`src/rtl/bgf_pkg.sv`:
```
package bgf_pkg;
    localparam int GRP_W     = 2;   // column groups per tile (log2)
    localparam int VCOL_W    = 4;   // visible tile columns (log2)
    localparam int MCOL_W    = 7;   // map tile columns (log2)
    localparam int VTILE_W   = 4;   // tile rows (log2)
    localparam int ROW_W     = 4;   // lines per tile (log2)
    localparam int CODE_W    = 7;   // tile code width
    localparam int PIX_N     = 6;   // pixels per fetched word
    localparam int NIB_W     = 4;   // bits per pixel

    localparam int HPOS_W    = VCOL_W + GRP_W;
    localparam int SCROLL_W  = MCOL_W + GRP_W;
    localparam int VPOS_W    = VTILE_W + ROW_W;
    localparam int MAP_AW    = VTILE_W + MCOL_W;
    localparam int MAP_DW    = CODE_W + 1;
    localparam int GFX_AW    = CODE_W + ROW_W + GRP_W;
    localparam int WORD_W    = PIX_N * NIB_W;

    typedef struct packed {
        logic [ROW_W-1:0] row;
        logic [GRP_W-1:0] grp;
    } sub_t;

    typedef struct packed {
        logic              mirror;
        logic [CODE_W-1:0] code;
    } entry_t;

    function automatic logic [WORD_W-1:0] mirror_word(input logic [WORD_W-1:0] w);
        logic [WORD_W-1:0] r;
        for (int i = 0; i < PIX_N; i++)
            r[i*NIB_W +: NIB_W] = w[(PIX_N-1-i)*NIB_W +: NIB_W];
        return r;
    endfunction
endpackage

```
`src/rtl/bgf_locate.sv`:
```
module bgf_locate
    import bgf_pkg::*;
(
    input  logic [HPOS_W-1:0]   hpos,
    input  logic [VPOS_W-1:0]   vpos,
    input  logic [SCROLL_W-1:0] scroll,
    output logic [MAP_AW-1:0]   map_addr_nx,
    output sub_t                sub_nx
);
    logic [SCROLL_W-1:0] col_sum;

    always_comb begin
        col_sum     = SCROLL_W'(hpos) + scroll;   // wraps modulo map width
        map_addr_nx = {vpos[VPOS_W-1 -: VTILE_W], col_sum[SCROLL_W-1:GRP_W]};
        sub_nx.row  = vpos[ROW_W-1:0];
        sub_nx.grp  = col_sum[GRP_W-1:0];
    end
endmodule

```
`src/rtl/bgf_tile_addr.sv`:
```
module bgf_tile_addr
    import bgf_pkg::*;
(
    input  entry_t              entry,
    input  sub_t                sub,
    output logic [GFX_AW-1:0]   gfx_addr_nx
);
    logic [GRP_W-1:0] grp_eff;

    always_comb begin
        grp_eff     = entry.mirror ? ~sub.grp : sub.grp;
        gfx_addr_nx = {entry.code, sub.row, grp_eff};
    end
endmodule

```
`src/rtl/bgf_nibble_flip.sv`:
```
module bgf_nibble_flip
    import bgf_pkg::*;
(
    input  logic              mirror,
    input  logic [WORD_W-1:0] din,
    output logic [WORD_W-1:0] dout
);
    for (genvar i = 0; i < PIX_N; i++) begin : g_pix
        assign dout[i*NIB_W +: NIB_W] = mirror ? din[(PIX_N-1-i)*NIB_W +: NIB_W]
                                               : din[i*NIB_W +: NIB_W];
    end
endmodule

```
`src/rtl/bgf_fetch.sv`:
```
module bgf_fetch
    import bgf_pkg::*;
(
    input  logic                clk,
    input  logic                rst,
    input  logic                slot_en,
    input  logic [HPOS_W-1:0]   hpos,
    input  logic [VPOS_W-1:0]   vpos,
    input  logic [SCROLL_W-1:0] scroll,
    output logic [MAP_AW-1:0]   map_addr,
    input  logic [MAP_DW-1:0]   map_data,
    output logic [GFX_AW-1:0]   gfx_addr,
    input  logic [WORD_W-1:0]   gfx_data,
    output logic [WORD_W-1:0]   pix_word,
    output logic                pix_valid
);
    logic [MAP_AW-1:0] map_addr_nx;
    sub_t              sub_nx, sub_a, sub_b;
    logic              vld_a, vld_b, vld_c, vld_d;
    logic              mir_c, mir_d;
    logic [GFX_AW-1:0] gfx_addr_nx;
    logic [WORD_W-1:0] word_nx;
    entry_t            entry;

    assign entry = entry_t'(map_data);

    bgf_locate u_locate (
        .hpos        (hpos),
        .vpos        (vpos),
        .scroll      (scroll),
        .map_addr_nx (map_addr_nx),
        .sub_nx      (sub_nx)
    );

    bgf_tile_addr u_tile_addr (
        .entry       (entry),
        .sub         (sub_b),
        .gfx_addr_nx (gfx_addr_nx)
    );

    bgf_nibble_flip u_flip (
        .mirror (mir_d),
        .din    (gfx_data),
        .dout   (word_nx)
    );

    // stage A: map address issue
    always_ff @(posedge clk) begin
        if (rst) begin
            map_addr <= '0;
            sub_a    <= '0;
            vld_a    <= 1'b0;
        end else begin
            vld_a <= slot_en;
            if (slot_en) begin
                map_addr <= map_addr_nx;
                sub_a    <= sub_nx;
            end
        end
    end

    // stage B: map read in flight
    always_ff @(posedge clk) begin
        if (rst) begin
            sub_b <= '0;
            vld_b <= 1'b0;
        end else begin
            vld_b <= vld_a;
            if (vld_a) sub_b <= sub_a;
        end
    end

    // stage C: graphics address issue
    always_ff @(posedge clk) begin
        if (rst) begin
            gfx_addr <= '0;
            mir_c    <= 1'b0;
            vld_c    <= 1'b0;
        end else begin
            vld_c <= vld_b;
            if (vld_b) begin
                gfx_addr <= gfx_addr_nx;
                mir_c    <= entry.mirror;
            end
        end
    end

    // stage D: graphics read in flight
    always_ff @(posedge clk) begin
        if (rst) begin
            mir_d <= 1'b0;
            vld_d <= 1'b0;
        end else begin
            vld_d <= vld_c;
            if (vld_c) mir_d <= mir_c;
        end
    end

    // output word
    always_ff @(posedge clk) begin
        if (rst) begin
            pix_word  <= '0;
            pix_valid <= 1'b0;
        end else begin
            pix_valid <= vld_d;
            if (vld_d) pix_word <= word_nx;
        end
    end
endmodule

```
`config.mk`:
```
export PLATFORM = sky130hd
export DESIGN_NAME = bgf_fetch
export DESIGN_NICKNAME = d
export VERILOG_FILES = /design/src/rtl/bgf_pkg.sv /design/src/rtl/bgf_locate.sv /design/src/rtl/bgf_tile_addr.sv /design/src/rtl/bgf_nibble_flip.sv /design/src/rtl/bgf_fetch.sv
export SDC_FILE = /design/constraint.sdc
export NUM_CORES = 1
export LEC_CHECK = 0
export BUFFER_PORTS_ARGS = -buffer_cell sky130_fd_sc_hd__buf_2
export CAP_MARGIN = 20
export CELL_PAD_IN_SITES_DETAIL_PLACEMENT = 1
export CELL_PAD_IN_SITES_GLOBAL_PLACEMENT = 2
export CORE_MARGIN = 5
export CORE_UTILIZATION = 32
export CTS_BUF_LIST = sky130_fd_sc_hd__clkbuf_2 sky130_fd_sc_hd__clkbuf_4 sky130_fd_sc_hd__clkbuf_8
export DETAILED_ROUTE_END_ITERATION = 16
export PLACE_DENSITY_LB_ADDON = 0.1
export SETUP_SLACK_MARGIN = 0.5
export SYNTH_ARGS = -nofsm -noshare
export SYNTH_HDL_FRONTEND = slang
export SYNTH_HIERARCHICAL = 1
export SYNTH_SLANG_ARGS = --single-unit
```
`constraint.sdc`:
```
create_clock -name clk -period 2.07 [get_ports clk]
set_input_delay 0.3105 -clock clk [delete_from_list [all_inputs] [get_ports clk]]
set_output_delay 0.3105 -clock clk [all_outputs]
set_load 0.03 [all_outputs]
```
==> impl_metrics.env, run 1 <==
export IMPL_synth_cell_types=28
export IMPL_place_congestion=0.7358
export IMPL_dpl_cell_area_um2=3655
export IMPL_synth_area_leaders="dfxtp_1 42%, mux2i_1 19%, mux2_4 9.3%, nor2_1 7.7%, buf_4 5.1%"
export IMPL_final_cells=524
export IMPL_setup_viol=0
export IMPL_cts_sinks=67
export IMPL_antenna_found_initial=0
export IMPL_dpl_cell_count=505
export IMPL_use_met1=0.1491
export IMPL_postSynthCellCount=296
export IMPL_grt_setup_unrepaired="true"
export IMPL_clk_pin_slew_ns=0.08
export IMPL_power_mw=2.981
export IMPL_syn_cell_area_um2=3226
export IMPL_vias=2288
export IMPL_syn_nets=361
export IMPL_die_h_um=110.4
export IMPL_busiest_layer="met2"
export IMPL_cap_violations=0
export IMPL_final_setup_tns_ns=0
export IMPL_holdPathStages=3
export IMPL_hold_violations=0
export IMPL_worstPathCellList="buf_6 -> ha_4 -> fa_2 -> a21o_1 -> a221oi_2 -> nor2_1 -> xor2_1 -> mux2i_1 -> nor2_1"
export IMPL_synth_flop_cell="dfxtp_1"
export IMPL_timing_rr_start="mir_d"
export IMPL_end_kind="flip-flop"
export IMPL_min_delay_worst_endpoint="gfx_addr[7]"
export IMPL_hold_buffers=0
export IMPL_grt_usage=0.1206
export IMPL_cp_top_family="adder cells"
export IMPL_slowest_stage="fa_2"
export IMPL_max_stage_delay_ns=0.36
export IMPL_whs_ns=0.1987
export IMPL_period_share=0.7534
export IMPL_avgRoutedWirePerCell_um=13.69
export IMPL_critPathLaunchType="input pin"
export IMPL_yosys_top_cells_count="67 x dfxtp_1, 66 x nor2_1, 62 x mux2i_1"
export IMPL_synth_area_per_cell_um2=10.90
export IMPL_tightestPinTransition_ns=0.5616
export IMPL_clockBufferDepth=2
export IMPL_io_buffers=106
export IMPL_ant_nets=0
export IMPL_crit_top_cell="nor2_1"
export IMPL_hp_class="in2reg"
export IMPL_cts_tree="built"
export IMPL_num_nets_final=451
export IMPL_ys_seq_area_frac=0.4158
export IMPL_ys_ff_latch=67
export IMPL_row_count=36
export IMPL_fin_crit_ns=1.560
export IMPL_grt_overflow=0
export IMPL_initial_core_util=0.3285
export IMPL_worstSetupPathType="in2reg"
export IMPL_drt_total_wl_um=7172
export IMPL_syn_to_final_growth_pct=21.26
export IMPL_hp_start="map_data[1]"
export IMPL_status="complete, no violations"
export IMPL_io_pins=107
export IMPL_dp_hpwl_um=5230
export IMPL_firstDrtPassIters=3
export IMPL_power_density_nw_per_um2=762.2
export IMPL_use_met2=0.1865
export IMPL_yosysTopAreaCellShare=0.4158
export IMPL_grt_pass1_wl_um=11870
export IMPL_worstRegToRegCells=4
export IMPL_path_buf_inv=1
export IMPL_htree_levels=3
export IMPL_max_freq_ghz=0.6412
export IMPL_reg2reg_setup_slack_ns=0.82
export IMPL_drv_slew=0
export IMPL_crit_arrival_ns=1.80
export IMPL_post_drt_via_cell_ratio=4.366
export IMPL_die_area_um2=12190
export IMPL_synth_edf_count=0
export IMPL_grt_max_degree=37
export IMPL_worstPathRequired_ns=2.31
export IMPL_drt_iter0_drc=44
export IMPL_yosysMostFrequentCell="dfxtp_1"
export IMPL_slew_headroom=0.6256
export IMPL_drive_above_1_share=0.4092
export IMPL_cts_buffers=9
export IMPL_reg2reg_to="pix_word[15]"
export IMPL_ir_drop_v=0.0002491
export IMPL_drcViolationCount=0
export IMPL_grt_pass1_vias=2363
export IMPL_grtUsageMet3=0.04978
export IMPL_cts_root_buf="clkbuf_8"
export IMPL_die_x_um=110.4
export IMPL_async_reset_ff_frac=0
export IMPL_fin_area_um2=3911
export IMPL_cp_max_fo=2
export IMPL_diodes=0
export IMPL_synth_top_cell_by_area="dfxtp_1"
export IMPL_p_leak_nw=1.822
export IMPL_clkLatencyLatePin_ns=0.35
export IMPL_core_area_um2=9819
export IMPL_yosysWarnings=6
export IMPL_fin_skew_ns=0.01114
worst max path at each step:
stage | startpoint | end | slack (ns) | cells past startpoint
floorplan | hpos[0] | map_addr[6] | 0.33 | 8
global placement | hpos[0] | map_addr[6] | 0.10 | 9
detailed placement | hpos[0] | map_addr[6] | 0.06 | 9
CTS | scroll[0] | map_addr[6] | 0.48 | 9
global route | scroll[0] | map_addr[6] | 0.41 | 9
finish | scroll[0] | map_addr[6] | 0.51 | 9
final cells by class:
type | instances | area, µm²
sequential | 67 | 1341
timing repair buffer | 116 | 630.6
tap | 133 | 166.4
clock buffer | 10 | 131.4
inverter | 3 | 11.26
clock inverter | 6 | 90.09
fill | 1179 | 5908
multi-input combinational | 189 | 1540
worst register-to-register path: stages (launching register included):
cell and delay, ns:
dfxtp_1 0.33, buf_4 0.25, mux2_2 0.37, mux2i_1 0.13, nor2_1 0.05
stage by stage:
step	util	setup slack [ns]
2_1_floorplan	-	0.3347
3_3_place_gp	0.3722	0.1034
3_5_place_dp	0.3722	0.06186
4_1_cts	0.3976	0.4787
5_1_grt	0.3983	0.4091
6_report	0.3983	0.5104
registers in the layout, summed over array words and instances, names as in the netlist:
signal and count:
vld_c 1, gfx_addr 13, pix_word 24, pix_valid 1, vld_b 1, map_addr 11
sub_b 6, vld_a 1, mir_c 1, vld_d 1, sub_a 6, mir_d 1
cells in the final DEF (no fill, tap or decap):
master        n
nor2_1       66
buf_4         9
mux2_4       20
ha_1          5
clkbuf_8      9
nand2b_1      1
nor2b_1       5
inv_1         3
buf_6         2
and3_1        1
buf_2       104
clkinv_4      2
buf_12        1
nand4_1       1
clkbuf_4      1
clkinv_2      1
bufinv_16     2
o22a_1        1
a21oi_1       3
a221oi_2      1
clkinvlp_4    1
a21oi_2       1
mux2i_1      62
ha_4          1
fa_2          1
a21o_1        3
dfxtp_1      67
or4_1         1
o211ai_1      1
xor2_1        4
xnor2_1       4
mux2_2        4
nand2_1       3
repair_timing:
item	in CTS	in global routing
resized for setup	2	0
buffers inserted	2	1
pin swaps	7	6
hold endpoints to repair	0	0
endpoints found under the setup margin	1	2
power breakdown:
part / switching, mW / internal (mW) / leakage (nW) / total (mW)
Clock: 0.509 / 0.693 / 0.110 / 1.20
Sequential: 0.0267 / 1.33 / 0.545 / 1.36
Combinational: 0.221 / 0.197 / 1.17 / 0.418
cell families after synthesis:
group,count (synthesis),synth area share
multiplexers,86,0.2995
AND/OR/NAND/NOR,78,0.09814
flip-flops,67,0.4158
buffers and inverters,40,0.1113
AO/OA/AOI/OAI,10,0.02405
XOR/XNOR,8,0.02172
adder cells (fa/ha/maj),7,0.02948
routing by layer:
layer,up-vias,part of all wire,wire length [µm]
met3,11,0.069,493
met4,0,0.018,127
met5,-,0,0
met1,1059,0.46,3331
li1,1150,-,-
met2,68,0.45,3220
(Power assumes the default switching activity.)
==> run 2: changes to the inputs <==
--- a/config.mk
+++ b/config.mk
@@ -10,7 +10,7 @@
 export CELL_PAD_IN_SITES_DETAIL_PLACEMENT = 1
 export CELL_PAD_IN_SITES_GLOBAL_PLACEMENT = 2
 export CORE_MARGIN = 5
-export CORE_UTILIZATION = 32
+export CORE_UTILIZATION = 29
 export CTS_BUF_LIST = sky130_fd_sc_hd__clkbuf_2 sky130_fd_sc_hd__clkbuf_4 sky130_fd_sc_hd__clkbuf_8
 export DETAILED_ROUTE_END_ITERATION = 16
 export PLACE_DENSITY_LB_ADDON = 0.1
==> constraint.sdc (replaced) <==
create_clock -name clk -period 1.25 [get_ports clk]
set_input_delay 0.1875 -clock clk [delete_from_list [all_inputs] [get_ports clk]]
set_output_delay 0.1875 -clock clk [all_outputs]
set_load 0.03 [all_outputs]
==> run 2 against run 1 <==
The flow now finishes with violations (setup timing); sequential power rose by 67%; highest routed layer unchanged; die area grew 9.4%; critical endpoint unchanged; sequential share of layout area decreased by 4.8 points; hold slack worse by 0.12 ns.
==> impl_metrics.env, run 2 (synthesized netlist as in run 1, its figures left out) <==
export IMPL_clkLatencyLatePin_ns=0.34
export IMPL_vias=2449
export IMPL_post_drt_via_cell_ratio=4.365
export IMPL_cts_root_buf="clkbuf_8"
export IMPL_critPathLaunchType="input pin"
export IMPL_io_pins=107
export IMPL_p_comb_frac=0.179
export IMPL_p_sw_frac=0.2604
export IMPL_drt_iter0_drc=28
export IMPL_slowest_stage="fa_2"
export IMPL_hp_class="in2reg"
export IMPL_die_h_um=115.5
export IMPL_path_buf_inv=1
export IMPL_setup_viol=3
export IMPL_avgRoutedWirePerCell_um=14.26
export IMPL_antenna_found_initial=0
export IMPL_cp_max_fo=2
export IMPL_grt_setup_unrepaired="true"
export IMPL_drcViolationCount=0
export IMPL_period_share=1.136
export IMPL_num_nets_final=481
export IMPL_drive_above_1_share=0.5962
export IMPL_slew_headroom=0.7973
export IMPL_grt_overflow=0
export IMPL_tightestPinTransition_ns=0.3040
export IMPL_fin_area_um2=4805
export IMPL_io_buffers=106
export IMPL_worstPathRequired_ns=1.47
export IMPL_whs_ns=0.07840
export IMPL_firstDrtPassIters=4
export IMPL_cts_tree="built"
export IMPL_initial_core_util=0.2963
export IMPL_end_kind="flip-flop"
export IMPL_status="finished, violations left"
export IMPL_fillers=1229
export IMPL_ir_drop_v=0.0003970
export IMPL_crit_top_cell="nor2_1"
export IMPL_hold_violations=0
export IMPL_dp_hpwl_um=5275
export IMPL_reg_top3="pix_word (24), gfx_addr (13), map_addr (11)"
export IMPL_max_freq_ghz=0.7042
export IMPL_max_stage_delay_ns=0.33
export IMPL_power_density_nw_per_um2=1039
export IMPL_pwr_share_clk=0.367
export IMPL_worstPathCellList="buf_6 -> ha_4 -> fa_2 -> a21o_1 -> a221oi_2 -> nor2_1 -> xor2_1 -> mux2i_1 -> nor2_1"
export IMPL_syn_to_final_growth_pct=48.95
export IMPL_crit_arrival_ns=1.64
export IMPL_switchingPower_mw=1.299
export IMPL_core_area_um2=10890
export IMPL_grt_max_degree=68
export IMPL_grt_usage=0.1219
export IMPL_seqPwrFrac=0.454
export IMPL_ant_nets=0
export IMPL_row_count=38
export IMPL_place_congestion=0.7398
export IMPL_clockBufferDepth=2
export IMPL_violations="setup timing"
export IMPL_final_cell_mix="66 x nor2_1, 60 x mux2i_1, 57 x buf_6"
export IMPL_p_leak_nw=2.104
export IMPL_regMostFlops="pix_word"
export IMPL_cap_violations=0
export IMPL_fin_ws_ns=-0.1700
export IMPL_cp_depth=9
export IMPL_hold_buffers=0
export IMPL_die_x_um=115.5
export IMPL_largest_reg_flops=24
export IMPL_dpl_cell_area_um2=3867
export IMPL_reg2reg_setup_slack_ns=0
export IMPL_fin_crit_ns=1.420
export IMPL_holdPathStages=3
export IMPL_final_common_cell="nor2_1"
export IMPL_die_area_um2=13330
export IMPL_drt_total_wl_um=7999
export IMPL_clk_pin_slew_ns=0.07
export IMPL_worstSetupPathType="in2reg"
export IMPL_internal_power_mw=3.691
export IMPL_cp_top_family="adder cells"
export IMPL_drv_slew=0
export IMPL_grt_pass1_wl_um=12580
export IMPL_diodes=0
export IMPL_worstRegToRegCells=5
export IMPL_cts_sinks=67
export IMPL_fin_skew_ns=0.002976
export IMPL_cts_buffers=9
export IMPL_grt_pass1_vias=2556
export IMPL_htree_levels=3
[run 2: cell types whose count changed in the layout (fill, tap and decap cells not counted), sizes merged]
cell	change
clkbuf	+1
bufinv	-1
buf	+30
[run 2: final cells by class]
cell class,count,area (µm²),area share
clock buffers,11,145.1,0.03021
clock inverters,5,52.55,0.01094
inverters,3,11.26,0.002344
multi-input cells,189,1637,0.3406
flip-flops and latches,67,1416,0.2948
well taps,140,175.2,0.03646
repair buffers,146,1368,0.2846
[run 2: what timing repair did]
item	in CTS	in global routing
gates resized for setup	164	5
buffers inserted	12	8
cloned	4	0
pin swaps	10	14
endpoints found under the setup margin	103	104
[run 2: final timing paths]
kind	startpoint	end
hold reg to reg	vld_c	vld_d
hold / removal	map_data[5]	gfx_addr[11]
setup / recovery	scroll[0]	map_addr[6]
setup reg to reg	mir_d	pix_word[17]
[run 2: layer usage]
metal / up-vias / wire length (µm) / track usage / part of all wire
met5: - / 0 / 0 / 0
met3: 9 / 562 / 0.03499 / 0.070
met2: 65 / 3883 / 0.2010 / 0.49
met1: 1156 / 3438 / 0.1480 / 0.43
li1: 1219 / - / - / -
met4: 0 / 114 / 0.05399 / 0.014
[run 2: power groups by stage]
stage | combinational [mW] | clock (mW) | sequential, mW
2_1_floorplan | 0.437 | 0 | 2.39
3_3_place_gp | 0.746 | 0 | 2.30
3_5_place_dp | 0.756 | 0 | 2.30
4_1_cts | 0.869 | 1.91 | 2.27
5_1_grt | 0.972 | 2.00 | 2.28
6_report | 0.892 | 1.83 | 2.27
[run 2: stage by stage]
stage / power, mW / util / setup WS [ns] / TNS [ns] / instances
floorplan: 2.830 / - / -0.3623 / -0.7761 / 296
global placement: 3.047 / 0.3552 / -0.5914 / -2.316 / 521
detailed placement: 3.058 / 0.3552 / -0.6230 / -2.448 / 521
CTS: 5.051 / 0.4325 / -0.2261 / -0.4214 / 553
global route: 5.247 / 0.4413 / -0.2254 / -1.172 / 561
finish: 4.991 / 0.4413 / -0.1700 / -0.4249 / 561
[run 2: tightest hold or removal path, delay by kind of cell]
kind          cells  cell delay (ns)
mux               1             0.05
buf+inv           1             0.07
simple gates      1             0.07
==> run 3: changes to the inputs <==
--- a/config.mk
+++ b/config.mk
@@ -13,6 +13,7 @@
 export CORE_UTILIZATION = 29
 export CTS_BUF_LIST = sky130_fd_sc_hd__clkbuf_2 sky130_fd_sc_hd__clkbuf_4 sky130_fd_sc_hd__clkbuf_8
 export DETAILED_ROUTE_END_ITERATION = 16
+export MAX_ROUTING_LAYER = met4
 export PLACE_DENSITY_LB_ADDON = 0.1
 export SETUP_SLACK_MARGIN = 0.5
 export SYNTH_ARGS = -nofsm -noshare
==> run 3 against run 2 <==
The run still ends with setup timing left; final area unchanged; combinational power about the same; register-to-register slack about the same; setup slack got worse by 0.0071 ns; highest routed layer unchanged; non-clock buffer count unchanged.
==> impl_metrics.env, run 3 (synthesized netlist as in run 1, its figures left out) <==
export IMPL_largest_reg_flops=24
export IMPL_drv_slew=0
export IMPL_end_kind="flip-flop"
export IMPL_post_drt_via_cell_ratio=4.346
export IMPL_grt_setup_unrepaired="true"
export IMPL_setup_viol=3
export IMPL_max_freq_ghz=0.7007
export IMPL_ir_drop_v=0.0003973
export IMPL_critPathLaunchType="input pin"
export IMPL_clockBufferDepth=2
export IMPL_period_share=1.142
export IMPL_fin_crit_ns=1.427
export IMPL_cts_root_buf="clkbuf_8"
export IMPL_slew_headroom=0.7920
export IMPL_cts_sinks=67
export IMPL_grt_pass1_wl_um=12540
export IMPL_place_congestion=0.7490
export IMPL_final_common_cell="nor2_1"
export IMPL_core_area_um2=10890
export IMPL_drcViolationCount=0
export IMPL_die_h_um=115.5
export IMPL_dp_hpwl_um=5275
export IMPL_avgRoutedWirePerCell_um=14.24
export IMPL_io_buffers=106
export IMPL_worstSetupPathType="in2reg"
export IMPL_cap_violations=0
export IMPL_regMostFlops="pix_word"
export IMPL_ant_nets=0
export IMPL_drive_above_1_share=0.5962
export IMPL_grt_max_degree=68
export IMPL_diodes=0
export IMPL_cp_max_fo=2
export IMPL_final_cell_mix="66 x nor2_1, 60 x mux2i_1, 57 x buf_6"
export IMPL_final_setup_tns_ns=-0.4463
export IMPL_status="finished, violations left"
export IMPL_antenna_found_initial=0
export IMPL_fin_ws_ns=-0.1771
export IMPL_initial_core_util=0.2963
export IMPL_num_nets_final=481
export IMPL_tightestPinTransition_ns=0.3120
export IMPL_die_x_um=115.5
export IMPL_hold_violations=0
export IMPL_drt_iter0_drc=38
export IMPL_dpl_cell_area_um2=3867
export IMPL_vias=2438
export IMPL_row_count=38
export IMPL_power_density_nw_per_um2=1038
export IMPL_io_pins=107
export IMPL_grt_overflow=0
export IMPL_clk_pin_slew_ns=0.07
export IMPL_clkLatencyLatePin_ns=0.33
export IMPL_hold_buffers=0
export IMPL_crit_arrival_ns=1.64
export IMPL_grt_usage=0.1250
export IMPL_htree_levels=3
export IMPL_cts_buffers=9
export IMPL_firstDrtPassIters=4
export IMPL_grt_pass1_vias=2560
export IMPL_reg_top3="pix_word (24), gfx_addr (13), map_addr (11)"
export IMPL_worstPathRequired_ns=1.47
export IMPL_die_area_um2=13330
export IMPL_p_leak_nw=2.104
export IMPL_dpl_worst_slack_ns=-0.6230
export IMPL_syn_to_final_growth_pct=48.95
export IMPL_violations="setup timing"
export IMPL_drt_total_wl_um=7986
export IMPL_fin_area_um2=4805
export IMPL_fin_skew_ns=0.003542
export IMPL_hp_class="in2reg"
export IMPL_cts_tree="built"
run 3: timing repair:
item | CTS | global route
cloned | 4 | 0
pin swaps | 10 | 14
gates resized for setup | 164 | 5
endpoints found under the setup margin | 103 | 104
setup buffers | 12 | 8
run 3: area by class of cell:
type / instances / area (µm²)
timing repair buffer: 146 / 1368
sequential: 67 / 1416
inverter: 3 / 11.26
fill: 1229 / 6083
clock buffer: 11 / 145.1
clock inverter: 5 / 52.55
tap: 140 / 175.2
multi-input combinational: 189 / 1637
run 3: worst paths after layout:
path / start / endpoint / slack, ns / depth (start not counted)
min: map_data[5] / gfx_addr[11] / 0.08 / 3
max reg2reg: mir_d / pix_word[17] / 0 / 5
max: scroll[0] / map_addr[6] / -0.18 / 9
min reg2reg: vld_c / vld_d / 0.48 / 1
run 3: worst max-delay path, cell delays in order:
cell and delay, ns:
buf_6 0.10, ha_4 0.15, fa_2 0.33, a21o_1 0.20, a221oi_2 0.25, nor2_1 0.08, xor2_1 0.16, mux2i_1 0.13
nor2_1 0.05
run 3: layer usage:
metal	wire (µm)	up-vias	track usage
met5	0	-	-
met4	113	0	0.05399
met3	490	9	0.03081
met2	3875	65	0.2033
met1	3506	1145	0.1470
li1	-	1219	-
run 3: report_power, final:
part	switching [mW]	leakage, nW	total (mW)	internal (mW)
Combinational	0.403	1.43	0.893	0.490
Clock	0.839	0.103	1.83	0.989
Sequential	0.0551	0.570	2.27	2.21
run 3: through the flow:
step / power [mW] / hold slack (ns) / utilization / instances
after floorplan: 2.830 / 0.3347 / - / 296
after global placement: 3.047 / 0.4232 / 0.3552 / 521
after detailed placement: 3.058 / 0.4334 / 0.3552 / 521
after CTS: 5.051 / 0.06636 / 0.4325 / 553
after global routing: 5.243 / 0.07896 / 0.4413 / 561
final: 4.988 / 0.08474 / 0.4413 / 561
